File: config.mk
export PLATFORM = sky130hd
export DESIGN_NAME = pwin_ctrl
export DESIGN_NICKNAME = d
export VERILOG_FILES = /design/src/rtl/pwin_pkg.sv /design/src/rtl/pwin_decode.sv /design/src/rtl/pwin_regs.sv /design/src/rtl/pwin_xlate.sv /design/src/rtl/pwin_ctrl.sv
export SDC_FILE = /design/constraint.sdc
export NUM_CORES = 1
export LEC_CHECK = 0
export BUFFER_PORTS_ARGS = -buffer_cell sky130_fd_sc_hd__buf_2
export CAP_MARGIN = 40
export CORE_MARGIN = 10
export CORE_UTILIZATION = 37
export CTS_CLUSTER_SIZE = 12
export DETAILED_ROUTE_END_ITERATION = 7
export GPL_TIMING_DRIVEN = 0
export HOLD_SLACK_MARGIN = 0.12
export PLACE_DENSITY = 0.79
export SLEW_MARGIN = 10
export SYNTH_ARGS = -nofsm -noshare
export SYNTH_HDL_FRONTEND = slang
export SYNTH_SLANG_ARGS = --single-unit
File: constraint.sdc
create_clock -name clk -period 1.5 [get_ports clk]
set_input_delay 0.075 -clock clk [delete_from_list [all_inputs] [get_ports clk]]
set_output_delay 0.075 -clock clk [all_outputs]
set_load 0.05 [all_outputs]
File: src/rtl/pwin_pkg.sv
package pwin_pkg;
  typedef enum logic [1:0] {
    SEL_NONE = 2'd0,
    SEL_LO   = 2'd1,
    SEL_MID  = 2'd2,
    SEL_HI   = 2'd3
  } reg_sel_e;
endpackage

File: src/rtl/pwin_decode.sv
module pwin_decode
  import pwin_pkg::*;
#(
  parameter logic [7:0] WIN_PAGE = 8'hD6,
  parameter logic [7:0] REG_PAGE = 8'hD1,
  parameter logic [7:0] LO_OFS   = 8'hE0,
  parameter logic [7:0] MID_OFS  = 8'hE2,
  parameter logic [7:0] HI_OFS   = 8'hE3
) (
  input  logic [15:0] addr,
  output reg_sel_e    sel,
  output logic        win_hit
);
  logic reg_page;

  assign reg_page = (addr[15:8] == REG_PAGE);
  assign win_hit  = (addr[15:8] == WIN_PAGE);

  always_comb begin
    sel = SEL_NONE;
    if (reg_page) begin
      if (addr[7:0] == LO_OFS)       sel = SEL_LO;
      else if (addr[7:0] == MID_OFS) sel = SEL_MID;
      else if (addr[7:0] == HI_OFS)  sel = SEL_HI;
    end
  end
endmodule

File: src/rtl/pwin_regs.sv
module pwin_regs
  import pwin_pkg::*;
#(
  parameter int MID_W  = 4,
  parameter int HI_W   = 2,
  parameter int PAGE_W = 8 + MID_W + HI_W
) (
  input  logic              clk,
  input  logic              rst_n,
  input  logic              wr_stb,
  input  reg_sel_e          sel,
  input  logic [7:0]        lo_d,
  input  logic [MID_W-1:0]  mid_d,
  input  logic [HI_W-1:0]   hi_d,
  input  logic              en_d,
  output logic [PAGE_W-1:0] page,
  output logic              en
);
  logic [7:0]       lo_q;
  logic [MID_W-1:0] mid_q;
  logic [HI_W-1:0]  hi_q;
  logic             en_q;

  always_ff @(posedge clk or negedge rst_n) begin
    if (!rst_n) begin
      lo_q  <= '0;
      mid_q <= '0;
      hi_q  <= '0;
      en_q  <= 1'b0;
    end else if (wr_stb) begin
      unique case (sel)
        SEL_LO:  lo_q <= lo_d;
        SEL_MID: begin
          mid_q <= mid_d;
          en_q  <= en_d;
        end
        SEL_HI:  hi_q <= hi_d;
        default: ;
      endcase
    end
  end

  assign page = {hi_q, mid_q, lo_q};
  assign en   = en_q;
endmodule

File: src/rtl/pwin_xlate.sv
module pwin_xlate #(
  parameter int PAGE_W = 14,
  parameter int RAM_AW = PAGE_W + 8
) (
  input  logic              phi2,
  input  logic              rw,
  input  logic              win_hit,
  input  logic              en,
  input  logic [PAGE_W-1:0] page,
  input  logic [7:0]        addr_lo,
  input  logic [7:0]        wdata,
  input  logic [7:0]        ram_rdata,
  output logic [RAM_AW-1:0] ram_addr,
  output logic [7:0]        ram_wdata,
  output logic              ram_ce,
  output logic              ram_we,
  output logic              ram_oe,
  output logic [7:0]        bus_rdata,
  output logic              bus_doe
);
  logic live;

  assign live      = phi2 & win_hit & en;
  assign ram_addr  = {page, addr_lo};
  assign ram_wdata = wdata;
  assign ram_ce    = live;
  assign ram_we    = live & ~rw;
  assign ram_oe    = live & rw;
  assign bus_doe   = ram_oe;
  assign bus_rdata = ram_oe ? ram_rdata : 8'h00;
endmodule

File: src/rtl/pwin_ctrl.sv
module pwin_ctrl
  import pwin_pkg::*;
#(
  parameter logic [7:0] WIN_PAGE = 8'hD6,
  parameter logic [7:0] REG_PAGE = 8'hD1,
  parameter logic [7:0] LO_OFS   = 8'hE0,
  parameter logic [7:0] MID_OFS  = 8'hE2,
  parameter logic [7:0] HI_OFS   = 8'hE3,
  parameter int         MID_W    = 4,
  parameter int         HI_W     = 2,
  parameter int         EN_BIT   = 5,
  localparam int        PAGE_W   = 8 + MID_W + HI_W,
  localparam int        RAM_AW   = PAGE_W + 8
) (
  input  logic              clk,
  input  logic              rst_n,
  input  logic              bus_phi2,
  input  logic              bus_rw,
  input  logic [15:0]       bus_addr,
  input  logic [7:0]        bus_wdata,
  output logic [7:0]        bus_rdata,
  output logic              bus_doe,
  output logic [RAM_AW-1:0] ram_addr,
  output logic [7:0]        ram_wdata,
  input  logic [7:0]        ram_rdata,
  output logic              ram_ce,
  output logic              ram_we,
  output logic              ram_oe
);
  reg_sel_e          sel;
  logic              win_hit;
  logic              wr_stb;
  logic [PAGE_W-1:0] page_q;
  logic              en_q;

  assign wr_stb = bus_phi2 & ~bus_rw;

  pwin_decode #(
    .WIN_PAGE(WIN_PAGE), .REG_PAGE(REG_PAGE),
    .LO_OFS(LO_OFS), .MID_OFS(MID_OFS), .HI_OFS(HI_OFS)
  ) u_dec (
    .addr(bus_addr), .sel(sel), .win_hit(win_hit)
  );

  pwin_regs #(.MID_W(MID_W), .HI_W(HI_W), .PAGE_W(PAGE_W)) u_regs (
    .clk(clk), .rst_n(rst_n), .wr_stb(wr_stb), .sel(sel),
    .lo_d(bus_wdata), .mid_d(bus_wdata[MID_W-1:0]),
    .hi_d(bus_wdata[HI_W-1:0]), .en_d(bus_wdata[EN_BIT]),
    .page(page_q), .en(en_q)
  );

  pwin_xlate #(.PAGE_W(PAGE_W), .RAM_AW(RAM_AW)) u_xl (
    .phi2(bus_phi2), .rw(bus_rw), .win_hit(win_hit), .en(en_q),
    .page(page_q), .addr_lo(bus_addr[7:0]), .wdata(bus_wdata),
    .ram_rdata(ram_rdata), .ram_addr(ram_addr), .ram_wdata(ram_wdata),
    .ram_ce(ram_ce), .ram_we(ram_we), .ram_oe(ram_oe),
    .bus_rdata(bus_rdata), .bus_doe(bus_doe)
  );
endmodule

* Word-level counts from Yosys, hierarchy flattened
Cells that the tools add are included. W data, S select, Z words.
Operators by class: equal/unequal tests 8, muxes and demuxes 5, bitwise logic cells 6, reductions and logical operators 3
Operator list (number):
- $eq A8 B8 Y1 const B | 5
- $mux W2 | 4
- $mux W8 | 1
- $reduce_and A2 Y1 | 3
- $and A1 B1 Y1 | 5
- $eq A2 B2 Y1 const B | 2
- $eq A2 B1 Y1 const B | 1
- $not A1 Y1 | 1
Storage, ports and cells: register bits 15, input port bits 36, output and inout port bits 42, logic and storage cells 26

* Logic depth before layout (Yosys ltp)
Gate-level depths: netlist (run 1).
depth after elaboration 7, mapped depth 5, depth with buffers taken out 4

* Hierarchy
Synthesis (run 1) repeated with hierarchy kept, for this count alone.
Unflattened totals: cell total of the unflattened synthesis 90, area, all modules 1014.7 µm²
By module, submodules not included:
- pwin_regs | instances 1, cells an instance 33, area each 589.3 µm², sequential area each 375.4 µm²
- pwin_xlate | instances 1, cells an instance 43, area each 336.6 µm², sequential area each 0.0 µm²
- pwin_decode | instances 1, cells an instance 13, area each 75.1 µm², sequential area each 0.0 µm²
- pwin_ctrl | instances 1, cells an instance 1, area each 13.8 µm², sequential area each 0.0 µm²

* Worst setup path after synthesis (run 1)
No wires, ideal clock.
path type reg-to-output, start reg u_regs.en_q (netlist: u_regs.en), end out ram_oe, arrival 2126 ps, data required time 1425 ps, path slack -701 ps, cell stages (with the launch flop) 6, buffers on the path 2, cell sequence dfrtp_1 > nand4b_1 > nor4b_1 > clkbuf_1 > and2_1 > buf_4
Between the ends: cells in the longest elaborated chain, start to end 2
RTL lines:
- start, declared | line pwin_regs.sv:22 | logic en_q;
- start signal, assigned | line pwin_regs.sv:35 | en_q <= en_d;
- $and A1 B1 Y1 | line pwin_xlate.sv:23 | assign live = phi2 & win_hit & en;
- net ram_ce | line pwin_ctrl.sv:26 | output logic ram_ce,
- $and A1 B1 Y1 | line pwin_xlate.sv:28 | assign ram_oe = live & rw;
- end, declared | line pwin_ctrl.sv:28 | output logic ram_oe
The timed path passes the listed nets, and every way through them passes these cells.

* Worst setup path after layout (run 1)
start reg u_regs.en_q (netlist: u_regs.en), end out ram_oe
Between the ends: cells in the longest elaborated chain, start to end 2
RTL lines (line):
- $and A1 B1 Y1 | pwin_xlate.sv:23
- $and A1 B1 Y1 | pwin_xlate.sv:28
Every way passes these cells.

==> results of run 1 <==
-- sequential cells by signal, summed over array words and instances (netlist names) --
| name | cells |
|---|---|
| u_regs.lo_q | 8 |
| u_regs.hi_q | 2 |
| u_regs.mid_q | 4 |
| u_regs.en | 1 |
-- cells in the final DEF (no fill, tap or decap) --
master	instances
mux2_4	8
and3_4	2
nor2_1	1
buf_2	66
clkbuf_4	3
mux2_2	7
buf_4	20
buf_6	6
clkbuf_1	2
nor2b_4	1
dlygate4sd3_1	9
or3_1	1
buf_8	6
and2_4	1
and3_2	6
nand4b_1	3
dfrtp_1	15
nand2_1	1
nor4b_2	1
and4bb_2	2
nor3b_2	1
nor4b_4	1
-- through the flow --
step	TNS, ns	setup WS (ns)	instances	hold WS, ns	cell area (um^2)
floorplan	-0.0807	-0.0807	71	-0.221	907
global placement	-1.15	-0.0890	176	-0.0136	1330
detailed placement	-2.28	-0.142	176	-0.00825	1330
CTS	-2.42	-0.254	189	0.226	1520
global route	-3.32	-0.328	191	0.234	1570
finish	-1.98	-0.209	191	0.240	1570
-- cell families after synthesis --
logic type,count (synthesis)
and+or+nand+nor,21
buffers and inverters,20
muxes,15
DFF,15
-- critical path: stages (launching register included) --
cell and delay [ns]:
dfrtp_1 0.36, nand4b_1 0.16, nor4b_4 0.29, buf_4 0.18, and2_4 0.15, buf_6 0.10
buf_8 0.13
-- layer usage --
layer	GRT usage	routed length (um)	share of wire
met1	0.109	1120	0.35
met2	0.224	1530	0.48
met3	0.0628	523	0.16
met4	0.0222	0	0
met5	0	0	0
-- power by group through the flow --
| stage | Combinational, mW | Sequential, mW | Clock, mW |
|---|---|---|---|
| 6_report | 0.232 | 0.404 | 0.217 |
| 5_1_grt | 0.247 | 0.404 | 0.256 |
| 4_1_cts | 0.230 | 0.404 | 0.228 |
| 3_5_place_dp | 0.211 | 0.412 | 0 |
| 3_3_place_gp | 0.207 | 0.412 | 0 |
| 2_1_floorplan | 0.126 | 0.413 | 0 |
-- timing repair --
action | in CTS | in global routing
endpoints found under the hold margin | 30 | 0
gates resized for setup | 24 | 12
setup endpoints to repair | 12 | 12
pin swaps | 1 | 1
cloned | 0 | 1
buffers inserted | 0 | 1
hold buffers | 9 | 0
-- path summary, 6_finish.rpt --
check / start / to / slack (ns) / cells past startpoint
setup reg to reg: u_regs.lo_q[6] / u_regs.lo_q[6] / 0.73 / 1
setup / recovery: u_regs.en / ram_oe / -0.21 / 6
hold / removal: rst_n / u_regs.mid_q[2] / 0.24 / 2
hold reg to reg: u_regs.mid_q[2] / u_regs.mid_q[2] / 0.51 / 1
max in group asynchronous: rst_n / u_regs.lo_q[0] / 1.01 / 2
min in group clk: bus_addr[0] / u_regs.mid_q[2] / 0.25 / 3
-- layout make-up --
| class | instances | area (um^2) |
|---|---|---|
| fillers | 172 | 681 |
| repair buffers | 88 | 578 |
| multi-input cells | 36 | 405 |
| flip-flops and latches | 15 | 375 |
| plain buffers | 20 | 154 |
| well taps | 28 | 35.0 |
| clock buffers | 4 | 26.3 |
==> qor.yml, run 1 <==
violations: "negative setup slack"
synth_cell_types: 17
syn_area_per_cell_um2: 12.5
slew_headroom: 0.702
clockBufferDepth: 2
numCtsBuffers: 3
p_int_uw: 603
vias_per_cell: 4.62
synth_fa_ha_area_frac: 0
clk_latency_ns: 0.27
fp.dieW_um: 68.9
drive_gt1_frac: 0.804
seqPwrFrac: 0.474
synthXorXnorAreaFrac: 0
startpoint_type: "flip-flop"
clkSlewWorstSetupHoldPaths_ns: 0.08
grt_pass1_vias: 934
min_path_type: "in -> async"
drt_iter0_drc: 17
fmax_ghz: 0.585
setup_viol: 12
ant_nets: 0
total_power_uw: 853
start_util: 0.392
ios: 78
skew_ns: 0
pwr-share-comb: 0.272
synth-seq-cells: 15
antenna_cells: 0
final_nets: 200
synthArstFlopShare: 1.00
crit_path_max_fanout: 5
synth-compound-area-share: 0
fin_crit_sh: 1.14
synth_ff_type: "dfrtp_1"
yosys.area_share.simple: 0.185
cts_tree: "done"
syn_area_um2: 885
synth_nets: 107
utilization: 0.698
yosys.area.top_type: "dfrtp_1"
die_area_um2: 4750
crit_type: "reg -> out"
yosysWarnings: 0
cap_violations: 0
drc: 0
grt_pass1_wl_um: 4360
areaGrowthSynthToFinish_pct: 77.9
synth_top_family_by_area: "multiplexers"
cts_max_level: 1
grt.total_usage: 0.118
yosysMostFrequentCell: "buf_4"
timing.final.ws_setup_ns: -0.209
wire_per_inst_um: 16.6
grt-ovfl-total: 0
yosys.area.top_type_share: 0.424
worst_pin_slew_ns: 0.444
critPathRequiredTime_ns: 1.42
ys_seq_area_frac: 0.424
synth_edf_count: 0
slew_violations: 0
peakVddDrop_uv: 569
core-area_um2: 2250
pwr-share-clk: 0.255
first_pass_iters: 3
portBuffers: 77
status: "finished with violations"
hpwl_um: 2430
rsz0062_at_grt: "yes"
rows: 17
muxShareOfSynthArea: 0.225
vias: 883
leakage_nw: 0.917
p_switching_uw: 251
switching_share: 0.294
routed_wl_um: 3170
place.gp.congestion: 0.918
fin_crit_ns: 1.71
syn-instance-count: 71
cts.sinks: 15
antenna_found_initial: 0
cts_root_buf: "clkbuf_4"
final_hold_viol_count: 0
grt_start_max_net_pins: 16
dieHeight_um: 68.9
ys_top_cells_by_area: "dfrtp_1 42%, buf_4 14%, mux2_4 14%"
power_density_nw_per_um2: 542
synthTopCellsByCount: "17 x buf_4, 15 x dfrtp_1, 8 x and3_1, 8 x mux2_4, 7 x mux2_2"
cp-end-kind: "primary output"
worstPathArrival_ns: 1.63
No activity file was read; power rests on OpenSTA's default activity.
==> inputs of run 2 (changes only) <==
--- a/config.mk
+++ b/config.mk
@@ -8,12 +8,13 @@
 export BUFFER_PORTS_ARGS = -buffer_cell sky130_fd_sc_hd__buf_2
 export CAP_MARGIN = 40
 export CORE_MARGIN = 10
-export CORE_UTILIZATION = 37
+export CORE_UTILIZATION = 38
+export CTS_BUF_LIST = sky130_fd_sc_hd__clkbuf_2
 export CTS_CLUSTER_SIZE = 12
 export DETAILED_ROUTE_END_ITERATION = 7
 export GPL_TIMING_DRIVEN = 0
 export HOLD_SLACK_MARGIN = 0.12
-export PLACE_DENSITY = 0.79
+export PLACE_DENSITY = 0.81
 export SLEW_MARGIN = 10
 export SYNTH_ARGS = -nofsm -noshare
 export SYNTH_HDL_FRONTEND = slang
==> run 2 against run 1 <==
  * Sequential power is essentially flat
  * Critical path type unchanged
  * Global-route usage grew 0.21 points
  * Combinational power shrank 2%
  * Highest routed layer is now met4
  * The run still ends with negative setup slack left
  * Final area shrank 1.8%
==> qor.yml, run 2 (synthesis gave the netlist of run 1 again) <==
skew_ns: 0
total_power_uw: 827
setup_viol: 12
vias_per_cell: 4.64
worst_pin_slew_ns: 0.443
seqCellArea_um2: 375
vias: 882
drt_iter0_drc: 9
rsz0062_at_grt: "yes"
cp_top_family: "simple AND/OR/NAND/NOR gates"
busiest_layer: "met2"
path_cells: "nand4b_1 > nor4b_2 > buf_4 > and2_4 > buf_6 > buf_8"
clk_latency_ns: 0.29
core-area_um2: 2210
crit_path_max_fanout: 10
dp_cells: 176
peakVddDrop_uv: 501
min_path_type: "in -> async"
grt_use_met3: 0.0571
grt_util_met2: 0.241
slew_headroom: 0.703
use_met1: 0.0950
layout_common_cells: "65 x buf_2, 19 x buf_4, 15 x dfrtp_1"
final_hold_viol_count: 0
start_util: 0.400
final_nets: 199
reg2regPathDepth: 1
first_pass_iters: 2
cts_max_level: 1
status: "finished with violations"
die_area_um2: 4660
wire_per_inst_um: 15.9
largest_reg_flops: 8
cts_tree: "done"
cp_slowest_cell: "dfrtp_1"
antenna_cells: 0
fp.dieW_um: 68.3
grt-ovfl-total: 0
final.fill_count: 158
ios: 78
drive_gt1_frac: 0.802
slew_violations: 0
startpoint_type: "flip-flop"
cp-end-kind: "primary output"
top_register: "u_regs.lo_q"
grt_start_max_net_pins: 16
rows: 17
place.gp.congestion: 0.936
routed_wl_um: 3030
fin_crit_sh: 1.17
antenna_found_initial: 0
violations: "negative setup slack"
leakage_nw: 0.908
critPathMaxStageDelay_ns: 0.39
crit_buf_inv: 3
crit_type: "reg -> out"
finalSetupTns_ns: -2.48
place_ws_ns: -0.169
critPathRequiredTime_ns: 1.42
stdcell_count: 190
grt_pass1_wl_um: 4310
final_common_cell: "buf_2"
areaGrowthSynthToFinish_pct: 74.7
ant_nets: 0
timing.final.ws_setup_ns: -0.262
reg.largest.list: "u_regs.lo_q x8, u_regs.mid_q x4, u_regs.hi_q x2"
grt_pass1_vias: 967
cap_violations: 0
drc: 0
grt.total_usage: 0.120
worstPathArrival_ns: 1.69
clockBufferDepth: 2
dieHeight_um: 68.3
fin_crit_ns: 1.76
clkSlewWorstSetupHoldPaths_ns: 0.15
hpwl_um: 2480
multiInputGateArea_um2: 388
fmax_ghz: 0.567
crit_cells: 6
portBuffers: 77
power_density_nw_per_um2: 535
cts_root_buf: "clkbuf_2"
numCtsBuffers: 3
cts.sinks: 15
[run 2: cell types whose count changed in the layout (fill, tap and decap cells not counted), sizes merged]
| cell | before | now |
|---|---|---|
| buf | 98 | 97 |
| clkinv | 0 | 1 |
| clkbuf | 5 | 4 |
[run 2: final timing paths]
path                                       from  slack [ns]         endpoint
worst max-delay path                  u_regs.en       -0.26           ram_oe
worst min-delay path                      rst_n        0.20  u_regs.mid_q[3]
worst max register to register  u_regs.mid_q[2]        0.73  u_regs.mid_q[2]
worst min register to register   u_regs.lo_q[2]        0.52   u_regs.lo_q[2]
max in group asynchronous                 rst_n        1.06   u_regs.lo_q[6]
min in group clk                    bus_addr[0]        0.22  u_regs.mid_q[0]
[run 2: cell type report]
class	count	area share
tap	28	0.0227
clock buffer	3	0.00972
timing repair buffer	87	0.371
multi-input combinational	36	0.251
sequential	15	0.243
buffer	20	0.0996
clock inverter	1	0.00324
[run 2: report_power, final]
group | switching [mW] | leakage (nW) | internal [mW] | total, mW
registers | 0.0000373 | 0.210 | 0.405 | 0.405
clock network | 0.134 | 0.0164 | 0.0603 | 0.194
logic | 0.133 | 0.682 | 0.0950 | 0.228
total | 0.267 | 0.908 | 0.560 | 0.827
[run 2: stage by stage]
stage	instance area, um^2	hold WS (ns)	utilization
2_1_floorplan	907	-0.221	-
3_3_place_gp	1330	-0.00961	0.600
3_5_place_dp	1330	-0.00612	0.600
4_1_cts	1520	0.177	0.686
5_1_grt	1550	0.216	0.699
6_report	1550	0.200	0.699
[run 2: metal layers]
metal  vias up  part of all wire
met2        53              0.53
li1        420                 -
met5         -                 0
met3         5              0.15
met1       404              0.31
met4         0             0.012
[run 2: what timing repair did]
item                                    4_1_cts  5_1_grt
pin swaps                                     1        1
endpoints found under the setup margin       12       12
hold endpoints to repair                     30        0
resized for setup                            24        8
buffers inserted                              0        1
hold buffers                                  9        0
